## src/rtl/srp_pkg.sv

```systemverilog
// Shared constants, phase type and register-map helpers for the serial
// configuration port. Assumes at most 2**ADDR_W addresses and registers no
// wider than DATA_W bits.
package srp_pkg;
    localparam int ADDR_W         = 5;
    localparam int DATA_W         = 32;
    localparam int INSTR_W        = 8;
    localparam int NUM_REGS       = 4;
    localparam int SYNC_STAGES    = 2;
    localparam int LSB_FIRST_BIT  = 0;
    localparam int THREE_WIRE_BIT = 1;
    localparam int PLL_LSB        = 3;
    localparam int PLL_W          = 5;
    localparam int PLL_MIN        = 4;
    localparam int PLL_MAX        = 20;
    localparam int CNT_W          = $clog2(DATA_W) + 1;

    typedef enum logic [1:0] {
        PH_INSTR = 2'd0,
        PH_DATA  = 2'd1,
        PH_DONE  = 2'd2
    } phase_e;

    // Data byte count that follows an instruction for a given address.
    function automatic int reg_bytes(input logic [ADDR_W-1:0] a);
        if (a == ADDR_W'(0)) return 4;
        if (a == ADDR_W'(1)) return 3;
        if (a == ADDR_W'(2)) return 4;
        if (a == ADDR_W'(3)) return 2;
        return 1;
    endfunction

    // Mask of the implemented bits of register idx.
    function automatic logic [DATA_W-1:0] reg_mask(input int idx);
        logic [DATA_W-1:0] m;
        m = '0;
        for (int b = 0; b < DATA_W; b++) begin
            if (b < 8 * reg_bytes(ADDR_W'(idx))) m[b] = 1'b1;
        end
        return m;
    endfunction
endpackage

```

## src/rtl/srp_sync.sv

```systemverilog
// Multi-stage synchronizer for a bundle of asynchronous inputs.
// Assumes the inputs change slowly compared with clk.
module srp_sync #(
    parameter int                WIDTH   = 4,
    parameter int                STAGES  = 2,
    parameter logic [WIDTH-1:0]  RST_VAL = '0
) (
    input  logic             clk,
    input  logic             rst_n,
    input  logic [WIDTH-1:0] d,
    output logic [WIDTH-1:0] q
);
    logic [WIDTH-1:0] stage_q [STAGES];

    // Shift the raw inputs through the flop chain.
    always_ff @(posedge clk) begin
        if (!rst_n) begin
            for (int i = 0; i < STAGES; i++) stage_q[i] <= RST_VAL;
        end else begin
            stage_q[0] <= d;
            for (int i = 1; i < STAGES; i++) stage_q[i] <= stage_q[i-1];
        end
    end

    assign q = stage_q[STAGES-1];
endmodule

```

## src/rtl/srp_engine.sv

```systemverilog
// Serial frame engine. It decodes the instruction byte, shifts write data in
// on rising serial clock edges and read data out on falling edges, and issues
// a single-cycle write to the register bank. Assumes all inputs are already
// synchronous to clk, and a serial clock period of several clk cycles.
module srp_engine
    import srp_pkg::*;
(
    input  logic              clk,
    input  logic              rst_n,
    input  logic              sclk_s,
    input  logic              cs_n_s,
    input  logic              resync_s,
    input  logic              din_s,
    input  logic              cfg_lsb,
    input  logic              cfg_3w,
    input  logic [DATA_W-1:0] rd_data,
    output logic [ADDR_W-1:0] rd_addr,
    output logic              wr_en,
    output logic [ADDR_W-1:0] wr_addr,
    output logic [DATA_W-1:0] wr_data,
    output logic              write_busy,
    output logic              dout,
    output logic              sdio_oe,
    output logic              sdo_oe
);
    localparam int RW_BIT = INSTR_W - 1;

    logic               sclk_d, rise, fall, abort;
    phase_e             phase;
    logic [CNT_W-1:0]   cnt, nbits;
    logic [INSTR_W-1:0] ir, ir_n;
    logic [DATA_W-1:0]  isr, isr_n, osr;
    logic               is_read, order_lsb, three_w, load_pend, rd_active;
    logic [ADDR_W-1:0]  addr_q;

    // Edge detection on the synchronized serial clock.
    always_ff @(posedge clk) begin
        if (!rst_n) sclk_d <= 1'b0;
        else        sclk_d <= sclk_s;
    end

    assign rise  = sclk_s & ~sclk_d;
    assign fall  = ~sclk_s & sclk_d;
    assign abort = cs_n_s | resync_s;

    // Next values of the instruction and data input shifters.
    always_comb begin
        ir_n  = order_lsb ? {din_s, ir[INSTR_W-1:1]} : {ir[INSTR_W-2:0], din_s};
        isr_n = order_lsb ? {din_s, isr[DATA_W-1:1]} : {isr[DATA_W-2:0], din_s};
    end

    // Frame sequencing: instruction, data, done; abort on cs_n or resync.
    always_ff @(posedge clk) begin
        if (!rst_n) begin
            phase     <= PH_INSTR;
            cnt       <= '0;
            nbits     <= '0;
            ir        <= '0;
            isr       <= '0;
            osr       <= '0;
            dout      <= 1'b0;
            is_read   <= 1'b0;
            addr_q    <= '0;
            order_lsb <= 1'b0;
            three_w   <= 1'b0;
            load_pend <= 1'b0;
            wr_en     <= 1'b0;
            wr_addr   <= '0;
            wr_data   <= '0;
        end else begin
            wr_en <= 1'b0;
            if (phase == PH_INSTR && cnt == '0 && !rise) begin
                order_lsb <= cfg_lsb;
                three_w   <= cfg_3w;
            end
            if (abort) begin
                phase     <= PH_INSTR;
                cnt       <= '0;
                is_read   <= 1'b0;
                load_pend <= 1'b0;
            end else begin
                if (rise) begin
                    case (phase)
                        PH_INSTR: begin
                            ir <= ir_n;
                            if (cnt == CNT_W'(INSTR_W - 1)) begin
                                cnt       <= '0;
                                phase     <= PH_DATA;
                                is_read   <= ir_n[RW_BIT];
                                addr_q    <= ir_n[ADDR_W-1:0];
                                nbits     <= CNT_W'(8 * reg_bytes(ir_n[ADDR_W-1:0]));
                                isr       <= '0;
                                load_pend <= ir_n[RW_BIT];
                            end else begin
                                cnt <= cnt + CNT_W'(1);
                            end
                        end
                        PH_DATA: begin
                            if (!is_read) isr <= isr_n;
                            if (cnt == nbits - CNT_W'(1)) begin
                                phase <= PH_DONE;
                                if (!is_read) begin
                                    wr_en   <= 1'b1;
                                    wr_addr <= addr_q;
                                    wr_data <= order_lsb ? (isr_n >> (DATA_W - int'(nbits))) : isr_n;
                                end
                            end else begin
                                cnt <= cnt + CNT_W'(1);
                            end
                        end
                        default: ;
                    endcase
                end
                if (load_pend) begin
                    load_pend <= 1'b0;
                    osr <= order_lsb ? rd_data : (rd_data << (DATA_W - int'(nbits)));
                end else if (fall && phase == PH_DATA && is_read) begin
                    dout <= order_lsb ? osr[0] : osr[DATA_W-1];
                    osr  <= order_lsb ? (osr >> 1) : (osr << 1);
                end
            end
        end
    end

    assign rd_addr    = addr_q;
    assign write_busy = (phase == PH_DATA) && !is_read;
    assign rd_active  = (phase == PH_DATA) && is_read && !abort;
    assign sdio_oe    = rd_active && !three_w;
    assign sdo_oe     = rd_active && three_w;

    // Chip select high returns the frame logic to its idle point.
    assert_cs_idle_R9: assert property (@(posedge clk) disable iff (!rst_n)
        cs_n_s |=> (phase == PH_INSTR && cnt == '0 && !sdio_oe && !sdo_oe));

    // Resync returns the port to waiting for an instruction.
    assert_resync_idle_R10: assert property (@(posedge clk) disable iff (!rst_n)
        resync_s |=> (phase == PH_INSTR && cnt == '0));

    // Bit order is frozen for the length of a data phase.
    assert_order_frozen_R7: assert property (@(posedge clk) disable iff (!rst_n)
        (phase == PH_DATA && !abort) |=> (phase != PH_DATA || $stable(order_lsb)));

    // Read data changes only after a falling serial clock edge.
    assert_drive_on_fall_R5: assert property (@(posedge clk) disable iff (!rst_n)
        !fall |=> $stable(dout));

    // A write to the bank is a single-cycle pulse.
    assert_write_pulse_R2: assert property (@(posedge clk) disable iff (!rst_n)
        wr_en |=> !wr_en);
endmodule

```

## src/rtl/srp_regbank.sv

```systemverilog
// Shadow and active register bank. Writes go to shadow copies trimmed to
// each register's width; a commit copies every shadow into its active copy
// unless a write transfer is still receiving data.
module srp_regbank
    import srp_pkg::*;
(
    input  logic                             clk,
    input  logic                             rst_n,
    input  logic                             wr_en,
    input  logic [ADDR_W-1:0]                wr_addr,
    input  logic [DATA_W-1:0]                wr_data,
    input  logic [ADDR_W-1:0]                rd_addr,
    input  logic                             update,
    input  logic                             write_busy,
    output logic [DATA_W-1:0]                rd_data,
    output logic [NUM_REGS-1:0][DATA_W-1:0]  active
);
    logic              commit;
    logic [DATA_W-1:0] shadow_w [NUM_REGS];

    assign commit = update & ~write_busy;

    for (genvar g = 0; g < NUM_REGS; g++) begin : g_reg
        localparam logic [DATA_W-1:0] MASK = reg_mask(g);
        logic [DATA_W-1:0] shadow_r, active_r;

        // Capture a write addressed to this register.
        always_ff @(posedge clk) begin
            if (!rst_n)                               shadow_r <= '0;
            else if (wr_en && wr_addr == ADDR_W'(g))  shadow_r <= wr_data & MASK;
        end

        // Copy the shadow value on an accepted commit.
        always_ff @(posedge clk) begin
            if (!rst_n)      active_r <= '0;
            else if (commit) active_r <= shadow_r;
        end

        assign shadow_w[g] = shadow_r;
        assign active[g]   = active_r;
    end

    // Read multiplexer; unmapped addresses read zero.
    always_comb begin
        rd_data = '0;
        for (int i = 0; i < NUM_REGS; i++) begin
            if (rd_addr == ADDR_W'(i)) rd_data = shadow_w[i];
        end
    end

    // Without an update strobe the active registers hold.
    assert_hold_no_update_R3: assert property (@(posedge clk) disable iff (!rst_n)
        !update |=> $stable(active));

    // An update during a write data phase is dropped.
    assert_update_blocked_R4: assert property (@(posedge clk) disable iff (!rst_n)
        (update && write_busy) |=> $stable(active));
endmodule

```

## src/rtl/serial_cfg_port.sv

```systemverilog
// Top of the serial configuration port: input synchronizers, frame engine,
// register bank and the clock-multiplier field decode. Assumes sclk runs at
// most at one eighth of clk and that the data input settles half a serial
// period before each rising edge.
module serial_cfg_port
    import srp_pkg::*;
(
    input  logic              clk,
    input  logic              rst_n,
    input  logic              sclk,
    input  logic              cs_n,
    input  logic              resync,
    input  logic              sdio_in,
    input  logic              update,
    output logic              sdio_out,
    output logic              sdio_oe,
    output logic              sdo,
    output logic              sdo_oe,
    output logic [31:0]       ctrl_main_q,
    output logic [31:0]       ctrl_aux_q,
    output logic [31:0]       freq_word_q,
    output logic [31:0]       phase_word_q,
    output logic [PLL_W-1:0]  pll_mult,
    output logic              pll_bypass
);
    logic [3:0]                       raw, synced;
    logic                             dout, wr_en, write_busy;
    logic [ADDR_W-1:0]                rd_addr, wr_addr;
    logic [DATA_W-1:0]                rd_data, wr_data;
    logic [NUM_REGS-1:0][DATA_W-1:0]  active;

    assign raw = {sclk, cs_n, resync, sdio_in};

    srp_sync #(.WIDTH(4), .STAGES(SYNC_STAGES), .RST_VAL(4'b0100)) i_sync (
        .clk   (clk),
        .rst_n (rst_n),
        .d     (raw),
        .q     (synced)
    );

    srp_engine i_engine (
        .clk        (clk),
        .rst_n      (rst_n),
        .sclk_s     (synced[3]),
        .cs_n_s     (synced[2]),
        .resync_s   (synced[1]),
        .din_s      (synced[0]),
        .cfg_lsb    (active[0][LSB_FIRST_BIT]),
        .cfg_3w     (active[0][THREE_WIRE_BIT]),
        .rd_data    (rd_data),
        .rd_addr    (rd_addr),
        .wr_en      (wr_en),
        .wr_addr    (wr_addr),
        .wr_data    (wr_data),
        .write_busy (write_busy),
        .dout       (dout),
        .sdio_oe    (sdio_oe),
        .sdo_oe     (sdo_oe)
    );

    srp_regbank i_bank (
        .clk        (clk),
        .rst_n      (rst_n),
        .wr_en      (wr_en),
        .wr_addr    (wr_addr),
        .wr_data    (wr_data),
        .rd_addr    (rd_addr),
        .update     (update),
        .write_busy (write_busy),
        .rd_data    (rd_data),
        .active     (active)
    );

    assign sdio_out     = dout;
    assign sdo          = dout;
    assign ctrl_main_q  = active[0];
    assign ctrl_aux_q   = active[1];
    assign freq_word_q  = active[2];
    assign phase_word_q = active[3];

    // Decode the multiplier field; out-of-range values mean bypass.
    always_comb begin
        pll_mult   = active[1][PLL_LSB +: PLL_W];
        pll_bypass = (int'(pll_mult) < PLL_MIN) || (int'(pll_mult) > PLL_MAX);
    end

    // Only one output pin may be driven at a time.
    assert_single_driver_R8: assert property (@(posedge clk) disable iff (!rst_n)
        (sdo_oe || sdio_oe) |-> (sdo_oe != sdio_oe));
endmodule

```

## config.mk

```make
export PLATFORM = sky130hd
export DESIGN_NAME = serial_cfg_port
export DESIGN_NICKNAME = d
export VERILOG_FILES = /design/src/rtl/srp_pkg.sv /design/src/rtl/srp_sync.sv /design/src/rtl/srp_engine.sv /design/src/rtl/srp_regbank.sv /design/src/rtl/serial_cfg_port.sv
export SDC_FILE = /design/constraint.sdc
export NUM_CORES = 1
export LEC_CHECK = 0
export CAP_MARGIN = 0
export CORE_ASPECT_RATIO = 0.5
export CORE_MARGIN = 2
export CORE_UTILIZATION = 40
export CTS_CLUSTER_DIAMETER = 60
export DETAILED_ROUTE_END_ITERATION = 8
export DONT_BUFFER_PORTS = 1
export PLACE_DENSITY_LB_ADDON = 0.12
export SLEW_MARGIN = 30
export SYNTH_ARGS = -nofsm -noshare
export SYNTH_HDL_FRONTEND = slang
export SYNTH_SLANG_ARGS = --single-unit
```

## constraint.sdc

```tcl
create_clock -name clk -period 3.4 [get_ports clk]
set_input_delay 0.34 -clock clk [delete_from_list [all_inputs] [get_ports clk]]
set_output_delay 0.34 -clock clk [all_outputs]
set_load 0.02 [all_outputs]
```

Word level (Yosys, flattened, before mapping) --
Memory sizes are Yosys's and may differ from the RTL's. Cells that the tools add are included.
Cells by class: bitwise gates (word level) 18, shifts and indexed selects 2, magnitude comparators 2, multiplexer cells 64, $add $sub $neg 3, eq/ne operators 16, reductions and logical operators 37
Operator list (count):
- $mux W32 | 12
- $pmux W32 S2 | 1
- $mux W1 | 34
- $shl A32 B32 Y32 | 1
- $shr A32 B32 Y32 | 1
- $eq A5 B2 Y1 const B | 6
- $mux W3 | 8
- $eq A5 B1 Y1 const B | 3
- $logic_not A5 Y1 | 3
- $logic_and A1 B1 Y1 | 13
- $mux W6 | 2
- $not A1 Y1 | 12
- $pmux W6 S2 | 1
- $reduce_and A3 Y1 | 4
- $reduce_and A5 Y1 | 2
- $mux W4 | 2
- $mux W8 | 1
- $reduce_and A4 Y1 | 2
- $sub A6 B6 Y7 const A | 1
- $add A6 B1 Y6 const B | 1
- $eq A6 B3 Y1 const B | 1
- $eq A6 B6 Y1 | 1
- $logic_not A6 Y1 | 1
- $ne A2 B2 Y1 const B | 3
- 17 further kinds | 26
Storage, ports and cells: memory bits (writable) 8, logic and storage cells 167, memories kept 1, register bits 340, input bits 7, output and inout bits 138
Memory list:
- i_sync.stage_q | words 2, width 4, read ports 2, clocked after memory_dff 0, write ports 2, RTL line srp_sync.sv:13 | logic [WIDTH-1:0] stage_q [STAGES];

Depth between registers and ports, before layout --
Gate-level depths: netlist of run 1. An unclocked memory read counts as a cell.
depth in word-level cells 34, mapped depth 13, mapped depth without buffers 8

By module --
Synthesis of run 1 repeated with hierarchy kept, for this count alone.
Unflattened totals: cell total of the unflattened synthesis 1879, area total of the unflattened synthesis 16674.7 um^2
Modules (own cells, without submodules):
- srp_regbank | area an instance 8724.6 um^2, instances 1, cells each 943
- srp_engine | area an instance 7642.3 um^2, instances 1, cells each 906
- srp_sync | area an instance 240.2 um^2, instances 1, cells each 20
- serial_cfg_port | area an instance 67.6 um^2, instances 1, cells each 10

Least setup slack after synthesis of run 1 --
No wires, ideal clock.
path kind reg2reg, start point reg i_engine.nbits[3], end point reg i_engine.wr_data[29], buffers on the path 5, arrival 3030 ps, data required time 3281 ps, cell stages (with the launch flop) 14, clock period less this slack 3149 ps, slack 251 ps, library setup time 119 ps, cell sequence dfxtp_1 -> clkbuf_1 -> clkbuf_1 -> buf_1 -> inv_1 -> ha_1 -> xnor2_1 -> nand2b_1 -> a211o_1 -> or4_1 -> buf_2 -> buf_6 -> a31oi_1 -> a21oi_1
On the way: cells in the longest elaborated chain, start to end 3, elaborated cells on any way between the ends 6, classes of those cells add/sub: 2; eq/ne: 1; shift: 1; mux: 1; reduce/logical: 1
Ends and longest elaborated chain:
- start, declared | RTL line srp_engine.sv:30 | logic [CNT_W-1:0] cnt, nbits;
- start signal, assigned | RTL line srp_engine.sv:91 | nbits <= CNT_W'(8 * reg_bytes(ir_n[ADDR_W-1:0]));
- $sub A6 B6 Y7 / $sub A6 B1 Y6 (equally long branches) | RTL line srp_engine.sv:105, srp_engine.sv:100
- $shr A32 B32 Y32 / $eq A6 B6 Y1 (equally long branches) | RTL line srp_engine.sv:105, srp_engine.sv:100
- $mux W32 / $reduce_and A5 Y1 (equally long branches)
- end signal, assigned | RTL line srp_engine.sv:105 | wr_data <= order_lsb ? (isr_n >> (DATA_W - int'(nbits))) : isr_n;
- end, declared | RTL line srp_engine.sv:20 | output logic [DATA_W-1:0] wr_data,
Parallel ways exist; a longest one is shown, timed or not. A chain may end at the register's enable or synchronous reset.

Final worst setup path of run 1 --
start point reg i_engine.nbits[4], end point reg i_engine.wr_data[16]
Same word-level chain as after synthesis.

==> results.py, run 1 <==
metrics = {
    "run_status": {
        "status": "finished clean",
    },
    "synthesis": {
        "synth-seq-cells": 348,
        "synth_top_area_cell": "dfxtp_1",
        "avgSynthCellArea_um2": 7.92,
        "yosysMostFrequentCell": "nand2_1",
        "synth_edf_count": 0,
        "yosysWarnings": 0,
        "synth_ff_type": "dfxtp_1",
        "synth_top_area_share_pct": 43.6,
        "netlist_instances": 2018,
        "yosysSeqAreaShare_pct": 43.6,
        "synth_common_cells": "nand2_1 (488), dfxtp_1 (348), a21oi_1 (222)",
        "synth-async-reset-ratio_pct": 0,
        "synth_area_leaders": "dfxtp_1 (44%), nand2_1 (11%), a21oi_1 (7.0%)",
        "syn_area_um2": 16000,
        "ys_types": 67,
    },
    "clock_network": {
        "clkTransAtPathRegs_ns": 0.07,
        "ctsHtreeMaxLevel": 2,
        "cts_buffers": 35,
        "cts_resized": 0,
        "cts_tree": "yes",
        "cts.sinks": 348,
        "clk_path_buf_depth": 3,
        "clock_latency_ns": 0.54,
        "ctsRootBufferMaster": "clkbuf_16",
    },
    "hold_path": {
        "hp-class": "in2reg",
        "whs_path_depth": 3,
    },
    "detailed_routing": {
        "drtIter0Drc": 1733,
        "antenna_left": 0,
        "num_vias": 14200,
        "wl_um": 53500,
        "wl_per_cell_um": 21.5,
        "remaining_drc_errors": 0,
        "vias_per_cell": 5.73,
        "first_pass_iters": 6,
    },
    "sta": {
        "rsz0062_at_grt": "no",
        "slew_headroom_pct": 31.1,
        "post-route-period-util_pct": 89.5,
        "worst_pin_slew_ns": 1.03,
        "setup_ws_ns": 0.358,
        "setup_violations": 0,
        "finClkSkew_ns": 0.0197,
        "fin_crit_ns": 3.04,
        "max_clock_freq_mhz": 329,
        "finalHoldViolCount": 0,
        "finalSetupTns_ns": 0,
        "maxSlewViolCount": 0,
    },
    "global_route": {
        "grt_start_max_net_pins": 225,
        "grt_pass1_vias": 12700,
        "grt_pass1_wl_um": 80700,
        "grt_antenna_before_repair": 1,
        "grt.total_usage_pct": 24.9,
        "grt_overflow": 0,
    },
    "final_layout": {
        "syn_to_final_growth_pct": 9.32,
        "fillerInstances": 3976,
        "final_core_util_pct": 44.7,
        "design_area_um2": 17500,
        "nNetsFinal": 1936,
        "drive_gt1_share_pct": 7.07,
    },
    "worst_setup_path": {
        "cp_slowest_cell": "or4_1",
        "slowest_delay_ns": 0.87,
        "end_kind": "flop",
        "critical_path.endpoint": "i_engine.wr_data[16]$_SDFFE_PN0P_",
        "regToRegSetupSlack_ns": 0.36,
        "crit_type": "reg2reg",
        "r2r_cells": 8,
        "reg2reg_from": "i_engine.nbits[4]$_SDFFE_PN0P_",
        "crit_arrival_ns": 3.46,
        "required_ns": 3.82,
        "cp_cell_sequence": "inv_1, ha_1, xnor2_1, nand2b_1, a211o_1, or4_1, a221oi_1, nor3b_1",
        "crit_start": "i_engine.nbits[4]$_SDFFE_PN0P_",
        "rr_endpoint": "i_engine.wr_data[16]$_SDFFE_PN0P_",
        "worst-path-max-fanout": 19,
        "crit_path_start_kind": "flop",
    },
    "floorplanning": {
        "coreArea_um2": 39100,
        "placementRows": 51,
        "dieArea_um2": 41700,
        "num_io_pins": 145,
        "die_h_um": 145,
        "start_util_pct": 40.9,
        "die_w_um": 287,
    },
    "place": {
        "io_buffers": 0,
        "post-place-ws_ns": 0.398,
        "dpl-instance-area_um2": 16200,
        "finalWeightedCongestion": 0.951,
        "hpwlAfterDp_um": 37000,
    },
    "job": {
        "max-cap-violations": 0,
    },
    "pwr": {
        "peakVddDrop_v": 0.000250,
        "power.leakage_nw": 5.59,
        "power.total_mw": 8.23,
        "powerDensity_nw_per_um2": 471,
    },
}
flip-flops by register name, indices dropped and copies added (netlist names):
name,count
i_sync.stage_q,8
i_engine.nbits,3
i_bank.g.shadow_r,104
i_engine.rd_addr,5
i_engine.cnt,6
i_engine.sclk_d,1
i_bank.g.active_r,104
i_engine.dout,1
i_engine.ir,8
i_engine.wr_data,32
i_engine.isr,32
i_engine.osr,32
i_engine.order_lsb,1
i_engine.three_w,1
i_engine.load_pend,1
i_engine.wr_addr,5
i_engine.is_read,1
i_engine.wr_en,1
i_engine.phase,2
critical path: cells and delay by family, from the launching register on:
kind            cells  cell delay, ns
buf+inv             1            0.06
fa+ha+maj           1            0.27
compound gates      2            0.80
simple gates        3            1.04
flops               1            0.41
xor+xnor            1            0.34
power breakdown:
group          switching, mW  internal [mW]  leakage [nW]
clock                   1.70           2.25         0.571
sequential           0.00190           4.08          2.80
combinational          0.139         0.0532          2.22
logic make-up (layout without fill, tap and decap cells):
kind of cell,count (synthesis),in the layout,share of synthesized area [%]
AO/OA/AOI/OAI,574,574,22.9
XOR/XNOR,5,5,0.321
adder cells (fa/ha/maj),3,3,0.235
buffers and inverters,208,118,5.89
flip-flops,348,348,43.6
multiplexers,66,66,4.24
other,1,25,0.0235
AND/OR/NAND/NOR,813,813,22.8
layout by cell type (no fill, tap or decap), drive strengths merged, types with 11 or more instances in the layout:
| cell | netlist | final |
|---|---|---|
| a21boi | 118 | 118 |
| a21oi | 222 | 222 |
| a221oi | 28 | 28 |
| a22oi | 11 | 11 |
| and2 | 17 | 17 |
| and3 | 20 | 20 |
| buf | 66 | 40 |
| clkbuf | 130 | 54 |
| conb | 1 | 24 |
| dfxtp | 348 | 348 |
| inv | 12 | 13 |
| mux2 | 14 | 14 |
| mux2i | 52 | 52 |
| nand2 | 488 | 488 |
| nand2b | 13 | 13 |
| nand3 | 28 | 28 |
| nor2 | 84 | 84 |
| nor2b | 59 | 59 |
| nor3 | 57 | 57 |
| nor3b | 11 | 11 |
| o21a | 11 | 11 |
| o21ai | 77 | 77 |
| o22ai | 21 | 21 |
| or2 | 12 | 12 |
worst min-delay path by stage:
stage,startpoint,endpoint
global placement,i_sync.stage_q[0][2]$_SDFF_PN1_,i_sync.stage_q[0][6]$_SDFF_PN1_
finish,rst_n,i_engine.cnt[4]$_SDFFE_PP0P_
global route,rst_n,i_engine.is_read$_SDFFE_PP0P_
CTS,rst_n,i_engine.cnt[4]$_SDFFE_PP0P_
detailed placement,i_sync.stage_q[0][2]$_SDFF_PN1_,i_sync.stage_q[0][6]$_SDFF_PN1_
floorplan,i_sync.stage_q[0][2]$_SDFF_PN1_,i_sync.stage_q[0][6]$_SDFF_PN1_
timing repair:
item	in CTS	in global routing
hold endpoints to repair	224	0
hold buffers	5	0
setup buffers	0	0
stage by stage:
| stage | std cells | hold WS [ns] |
|---|---|---|
| 2_1_floorplan | 2041 | 0.386 |
| 3_3_place_gp | 2414 | 0.398 |
| 6_report | 2482 | 0.152 |
| 5_1_grt | 2481 | 0.163 |
| 4_1_cts | 2481 | 0.130 |
| 3_5_place_dp | 2414 | 0.405 |
area by class of cell:
type	instances	area, um^2	area share, %
flip-flops and latches	348	6970	39.9
repair buffers	44	435	2.49
diodes	1	2.50	0.0143
well taps	530	663	3.80
multi-input cells	1485	8200	46.9
inverters	12	46.3	0.265
clock inverters	8	83.8	0.480
clock buffers	54	1070	6.12
routing by layer:
layer,GRT usage (%),share of wire (%)
met1,38.0,49
met2,33.7,40
met3,7.65,10
met4,5.81,1.9
met5,0,0
No activity file was read; power rests on OpenSTA's default activity.
==> run 2: changes to the inputs <==
- CORE_MARGIN: 2 -> 10
==> run 2 against run 1 <==
  * Register-to-register slack got worse by 0.02 ns
  * Highest routed layer unchanged
  * Sequential power about the same
  * Non-clock buffer count increased by 7
  * Maximum frequency decreased by 0.64%
  * Final area about the same
  * Combinational power about the same
  * Critical path depth unchanged
  * First-iteration DRC count unchanged
  * Clock power about the same
  * Global-route usage decreased by 3.5 points
  * Routed wire length increased by 1.6%
  * Clock skew increased by 0.0033 ns
==> results.py, run 2 (same netlist as run 1, synthesis figures left out) <==
metrics = {
    "run_status": {
        "status": "finished clean",
    },
    "worst_setup_path": {
        "crit_path_start_kind": "flop",
        "end_kind": "flop",
        "slowest_delay_ns": 0.86,
        "cp_cell_sequence": "inv_1, ha_1, xnor2_1, nand2b_1, a211o_1, or4_1, a221oi_1, nor3b_1",
        "crit_type": "reg2reg",
        "required_ns": 3.81,
        "r2r_cells": 8,
        "crit_arrival_ns": 3.47,
        "cp_slowest_cell": "or4_1",
        "worst-path-max-fanout": 19,
    },
    "detailed_routing": {
        "drtIter0Drc": 1733,
        "antenna_left": 0,
        "remaining_drc_errors": 0,
        "wl_um": 54300,
        "num_vias": 14100,
        "wl_per_cell_um": 21.8,
        "first_pass_iters": 5,
        "vias_per_cell": 5.67,
    },
    "sta": {
        "max_clock_freq_mhz": 327,
        "finalHoldViolCount": 0,
        "setup_ws_ns": 0.339,
        "maxSlewViolCount": 0,
        "finClkSkew_ns": 0.0230,
        "finalSetupTns_ns": 0,
        "setup_violations": 0,
        "worst_pin_slew_ns": 0.945,
        "post-route-period-util_pct": 90.0,
        "rsz0062_at_grt": "no",
        "slew_headroom_pct": 37.0,
        "fin_crit_ns": 3.06,
    },
    "floorplanning": {
        "dieArea_um2": 48800,
        "placementRows": 51,
        "start_util_pct": 40.8,
        "die_w_um": 303,
        "num_io_pins": 145,
        "die_h_um": 161,
        "coreArea_um2": 39200,
    },
    "place": {
        "io_buffers": 0,
        "hpwlAfterDp_um": 38000,
        "post-place-ws_ns": 0.381,
        "finalWeightedCongestion": 0.944,
    },
    "clock_network": {
        "clk_path_buf_depth": 3,
        "cts_tree": "yes",
        "clkTransAtPathRegs_ns": 0.06,
        "cts.sinks": 348,
        "cts_resized": 0,
        "cts_buffers": 35,
        "ctsHtreeMaxLevel": 2,
        "ctsRootBufferMaster": "clkbuf_16",
        "clock_latency_ns": 0.54,
    },
    "final_layout": {
        "mostFrequentLayoutCells": "nand2_1 (487), dfxtp_1 (347), a21oi_1 (222), a21boi_0 (118), nor2_1 (83)",
        "fillerInstances": 3996,
        "nNetsFinal": 1943,
        "diodes": 0,
        "top_regs": "i_bank.g.active_r x104, i_bank.g.shadow_r x104",
        "final_core_util_pct": 44.6,
        "drive_gt1_share_pct": 7.26,
        "syn_to_final_growth_pct": 9.42,
        "final_common_cell": "nand2_1",
    },
    "global_route": {
        "grt_overflow": 0,
        "grt.total_usage_pct": 21.4,
        "grt_pass1_wl_um": 82700,
        "grt_antenna_before_repair": 1,
        "grt_pass1_vias": 12900,
        "grt_start_max_net_pins": 222,
    },
    "job": {
        "max-cap-violations": 0,
    },
    "pwr": {
        "powerDensity_nw_per_um2": 471,
        "peakVddDrop_v": 0.000277,
        "power.leakage_nw": 5.61,
        "power.total_mw": 8.23,
    },
    "hold_path": {
        "hp-class": "in2reg",
        "whs_path_depth": 2,
    },
}
-- run 2: cell count changes in the layout (fill, tap and decap cells not counted) --
cell / change
o21ai_0: +1
clkinvlp_4: +1
diode_2: -1
clkbuf_8: +2
buf_12: -4
dlygate4sd3_1: +2
clkinv_2: -3
o21ai_1: -1
buf_4: +9
inv_6: -1
-- run 2: worst max-delay path, delay by kind of cell, from the launching register on --
| kind | cells | cell delay (ns) |
|---|---|---|
| and+or+nand+nor | 3 | 1.05 |
| AOI/OAI and AO/OA | 2 | 0.77 |
| DFF | 1 | 0.42 |
| xor gates and xnor gates | 1 | 0.35 |
| adders and majority gates | 1 | 0.27 |
| buffers and inverters | 1 | 0.07 |
-- run 2: metal layers --
metal,vias to the layer above,wire length [um],GRT usage [%]
li1,6763,-,-
met1,6841,27100,33.0
met2,451,22300,30.4
met3,54,4100,3.87
met4,0,851,4.13
met5,-,0,0
-- run 2: stage by stage --
stage	std cells	hold slack [ns]	instance area (um^2)
floorplan	2041	0.386	16100
global placement	2419	0.399	16200
detailed placement	2419	0.402	16200
CTS	2487	0.156	17500
global route	2487	0.186	17500
finish	2487	0.181	17500
-- run 2: power breakdown --
part	internal, mW	leakage [nW]	total (mW)	switching, mW
logic	0.0486	2.23	0.189	0.141
clock network	2.29	0.569	3.96	1.67
registers	4.08	2.80	4.08	0.00184
total	6.42	5.61	8.23	1.81
-- run 2: final cells by class --
cell class / count / area (um^2) / area share, %
Timing Repair Buffer: 51 / 443 / 2.53
Clock buffer: 56 / 1100 / 6.27
Tap cell: 530 / 663 / 3.79
Inverter: 12 / 46.3 / 0.265
Clock inverter: 5 / 67.6 / 0.386
Sequential cell: 348 / 6970 / 39.9
Multi-Input combinational cell: 1485 / 8200 / 46.9
-- run 2: worst paths after layout --
path                                        start                                        end  slack, ns
setup reg to reg   i_engine.nbits[4]$_SDFFE_PN0P_          i_engine.wr_data[22]$_SDFFE_PN0P_       0.34
hold reg to reg   i_sync.stage_q[0][2]$_SDFF_PN1_            i_sync.stage_q[0][6]$_SDFF_PN1_       0.41
setup / recovery   i_engine.nbits[4]$_SDFFE_PN0P_          i_engine.wr_data[22]$_SDFFE_PN0P_       0.34
hold / removal                              rst_n  i_bank.g_reg[0].active_r[25]$_SDFFE_PN0P_       0.18
-- run 2: repair_timing --
item,CTS,global route
hold buffers,7,0
hold endpoints to repair,221,0
setup buffers,0,0
==> run 3: changes to the inputs <==
- RECOVER_POWER: default -> 100
==> run 3 against run 2 <==
  * The flow now finishes with violations (max-capacitance violations, max-slew violations)
  * Sequential cell count did not move
  * Routed wire length barely moved
  * Sequential share of layout area rose by 0.14 points
  * Clock power barely moved
  * Hold slack got worse by 0.011 ns
  * Critical path depth fell by 1
  * First-iteration DRC count fell by 0.81%
  * Utilization fell by 0.18 points
  * Sequential power barely moved
  * Final area fell by 0.39%
  * Highest routed layer unchanged
==> results.py, run 3 (same netlist as run 1, synthesis figures left out) <==
metrics = {
    "clock_network": {
        "cts_hold_buf": 7,
        "cts_buffers": 35,
        "clock_latency_ns": 0.55,
        "ctsHtreeMaxLevel": 2,
        "clkTransAtPathRegs_ns": 0.07,
        "ctsRootBufferMaster": "clkbuf_16",
        "cts_resized": 0,
        "cts_setup_buffers": 0,
        "cts_tree": "yes",
        "cts.sinks": 348,
        "clk_path_buf_depth": 3,
    },
    "global_route": {
        "grt_pass1_vias": 12900,
        "grt_start_max_net_pins": 222,
        "grt_pass1_wl_um": 82700,
        "grt_overflow": 0,
        "grt_antenna_before_repair": 1,
        "grt.total_usage_pct": 21.4,
    },
    "final_layout": {
        "fillerInstances": 4007,
        "top_regs": "i_bank.g.active_r x104, i_bank.g.shadow_r x104",
        "final_common_cell": "nand2_1",
        "syn_to_final_growth_pct": 8.99,
        "drive_gt1_share_pct": 6.75,
        "mostFrequentLayoutCells": "nand2_1 (488), dfxtp_1 (347), a21oi_1 (222), a21boi_0 (118), nor2_1 (83)",
        "design_area_um2": 17400,
        "final_core_util_pct": 44.5,
        "nNetsFinal": 1943,
    },
    "sta": {
        "post-route-period-util_pct": 91.1,
        "rsz0062_at_grt": "no",
        "finalHoldViolCount": 0,
        "finalSetupTns_ns": 0,
        "worst_pin_slew_ns": 2.16,
        "fin_crit_ns": 3.10,
        "setup_violations": 0,
        "max_clock_freq_mhz": 323,
        "finClkSkew_ns": 0.0258,
        "slew_headroom_pct": -43.9,
        "maxSlewViolCount": 222,
    },
    "run_status": {
        "violations": "max-capacitance violations, max-slew violations",
        "status": "complete, but fails checks",
    },
    "detailed_routing": {
        "num_vias": 14200,
        "wl_um": 54300,
        "antenna_left": 0,
        "drtIter0Drc": 1719,
        "remaining_drc_errors": 0,
        "wl_per_cell_um": 21.8,
        "first_pass_iters": 5,
        "vias_per_cell": 5.69,
    },
    "hold_path": {
        "min_to": "i_bank.g_reg[0].active_r[25]$_SDFFE_PN0P_",
        "hp-class": "in2reg",
        "min_from": "rst_n",
        "whs_path_depth": 2,
    },
    "worst_setup_path": {
        "reg2reg_from": "i_engine.rd_addr[1]$_SDFFE_PN0P_",
        "end_kind": "flop",
        "crit_type": "reg2reg",
        "worst-path-max-fanout": 11,
        "r2r_cells": 7,
        "crit_arrival_ns": 3.56,
        "crit_path_start_kind": "flop",
        "rr_endpoint": "i_engine.osr[8]$_SDFFE_PN0P_",
        "regToRegSetupSlack_ns": 0.30,
        "required_ns": 3.87,
    },
    "floorplanning": {
        "num_io_pins": 145,
        "die_w_um": 303,
        "start_util_pct": 40.8,
        "dieArea_um2": 48800,
        "coreArea_um2": 39200,
        "die_h_um": 161,
        "placementRows": 51,
    },
    "pwr": {
        "peakVddDrop_v": 0.000276,
        "powerDensity_nw_per_um2": 472,
        "power.leakage_nw": 5.57,
    },
    "place": {
        "dpl-instance-area_um2": 16200,
        "finalWeightedCongestion": 0.944,
        "io_buffers": 0,
        "hpwlAfterDp_um": 38000,
    },
    "job": {
        "max-cap-violations": 1,
    },
}
==> run 3: critical path: stages, from the launching register on <==
cell and delay (ns):
dfxtp_1 0.43, nor3_1 0.65, clkbuf_1 0.29, and2_1 0.45, a221oi_1 0.28, o32ai_1 0.60, a221oi_1 0.15, o21ai_1 0.16
==> run 3: area by class of cell <==
type                            instances  area (um^2)  share of cell area, %
Antenna cell                            2         5.00                 0.0287
Clock buffer                           56         1100                   6.29
Clock inverter                          5         67.6                  0.388
Inverter                               12         46.3                  0.266
Multi-Input combinational cell       1485         8180                   46.9
Sequential cell                       348         6970                   40.0
Tap cell                              530          663                   3.81
Timing Repair Buffer                   51          395                   2.27
==> run 3: worst max path at each step <==
stage,from,end,slack (ns),cells after the start
after floorplan,i_engine.nbits[3]$_SDFFE_PN0P_,i_engine.wr_data[29]$_SDFFE_PN0P_,0.25,13
after global placement,i_engine.nbits[4]$_SDFFE_PN0P_,i_engine.wr_data[19]$_SDFFE_PN0P_,0.50,8
after detailed placement,i_engine.nbits[4]$_SDFFE_PN0P_,i_engine.wr_data[16]$_SDFFE_PN0P_,0.38,8
after CTS,i_engine.nbits[4]$_SDFFE_PN0P_,i_engine.wr_data[16]$_SDFFE_PN0P_,0.36,8
after global routing,i_engine.nbits[4]$_SDFFE_PN0P_,i_engine.wr_data[19]$_SDFFE_PN0P_,0.13,8
final,i_engine.rd_addr[1]$_SDFFE_PN0P_,i_engine.osr[8]$_SDFFE_PN0P_,0.30,7
==> run 3: per-layer routing <==
layer	GRT usage [%]	up-vias	share of wire, %
met5	0	-	0
met4	4.13	0	1.7
met3	3.87	63	9.1
met2	30.4	473	41
met1	33.0	6858	48
li1	-	6767	-
==> run 3: power by group <==
part	switching, mW	internal (mW)
clock	1.66	2.29
sequential	0.00185	4.08
combinational	0.140	0.0500
==> run 3: stage by stage <==
stage | hold slack (ns) | setup WS (ns) | total power [mW] | instances
2_1_floorplan | 0.386 | 0.251 | 4.33 | 2041
3_3_place_gp | 0.399 | 0.496 | 4.31 | 2419
3_5_place_dp | 0.402 | 0.381 | 4.31 | 2419
4_1_cts | 0.156 | 0.359 | 8.31 | 2487
5_1_grt | 0.186 | 0.130 | 8.49 | 2487
6_report | 0.171 | 0.304 | 8.23 | 2489
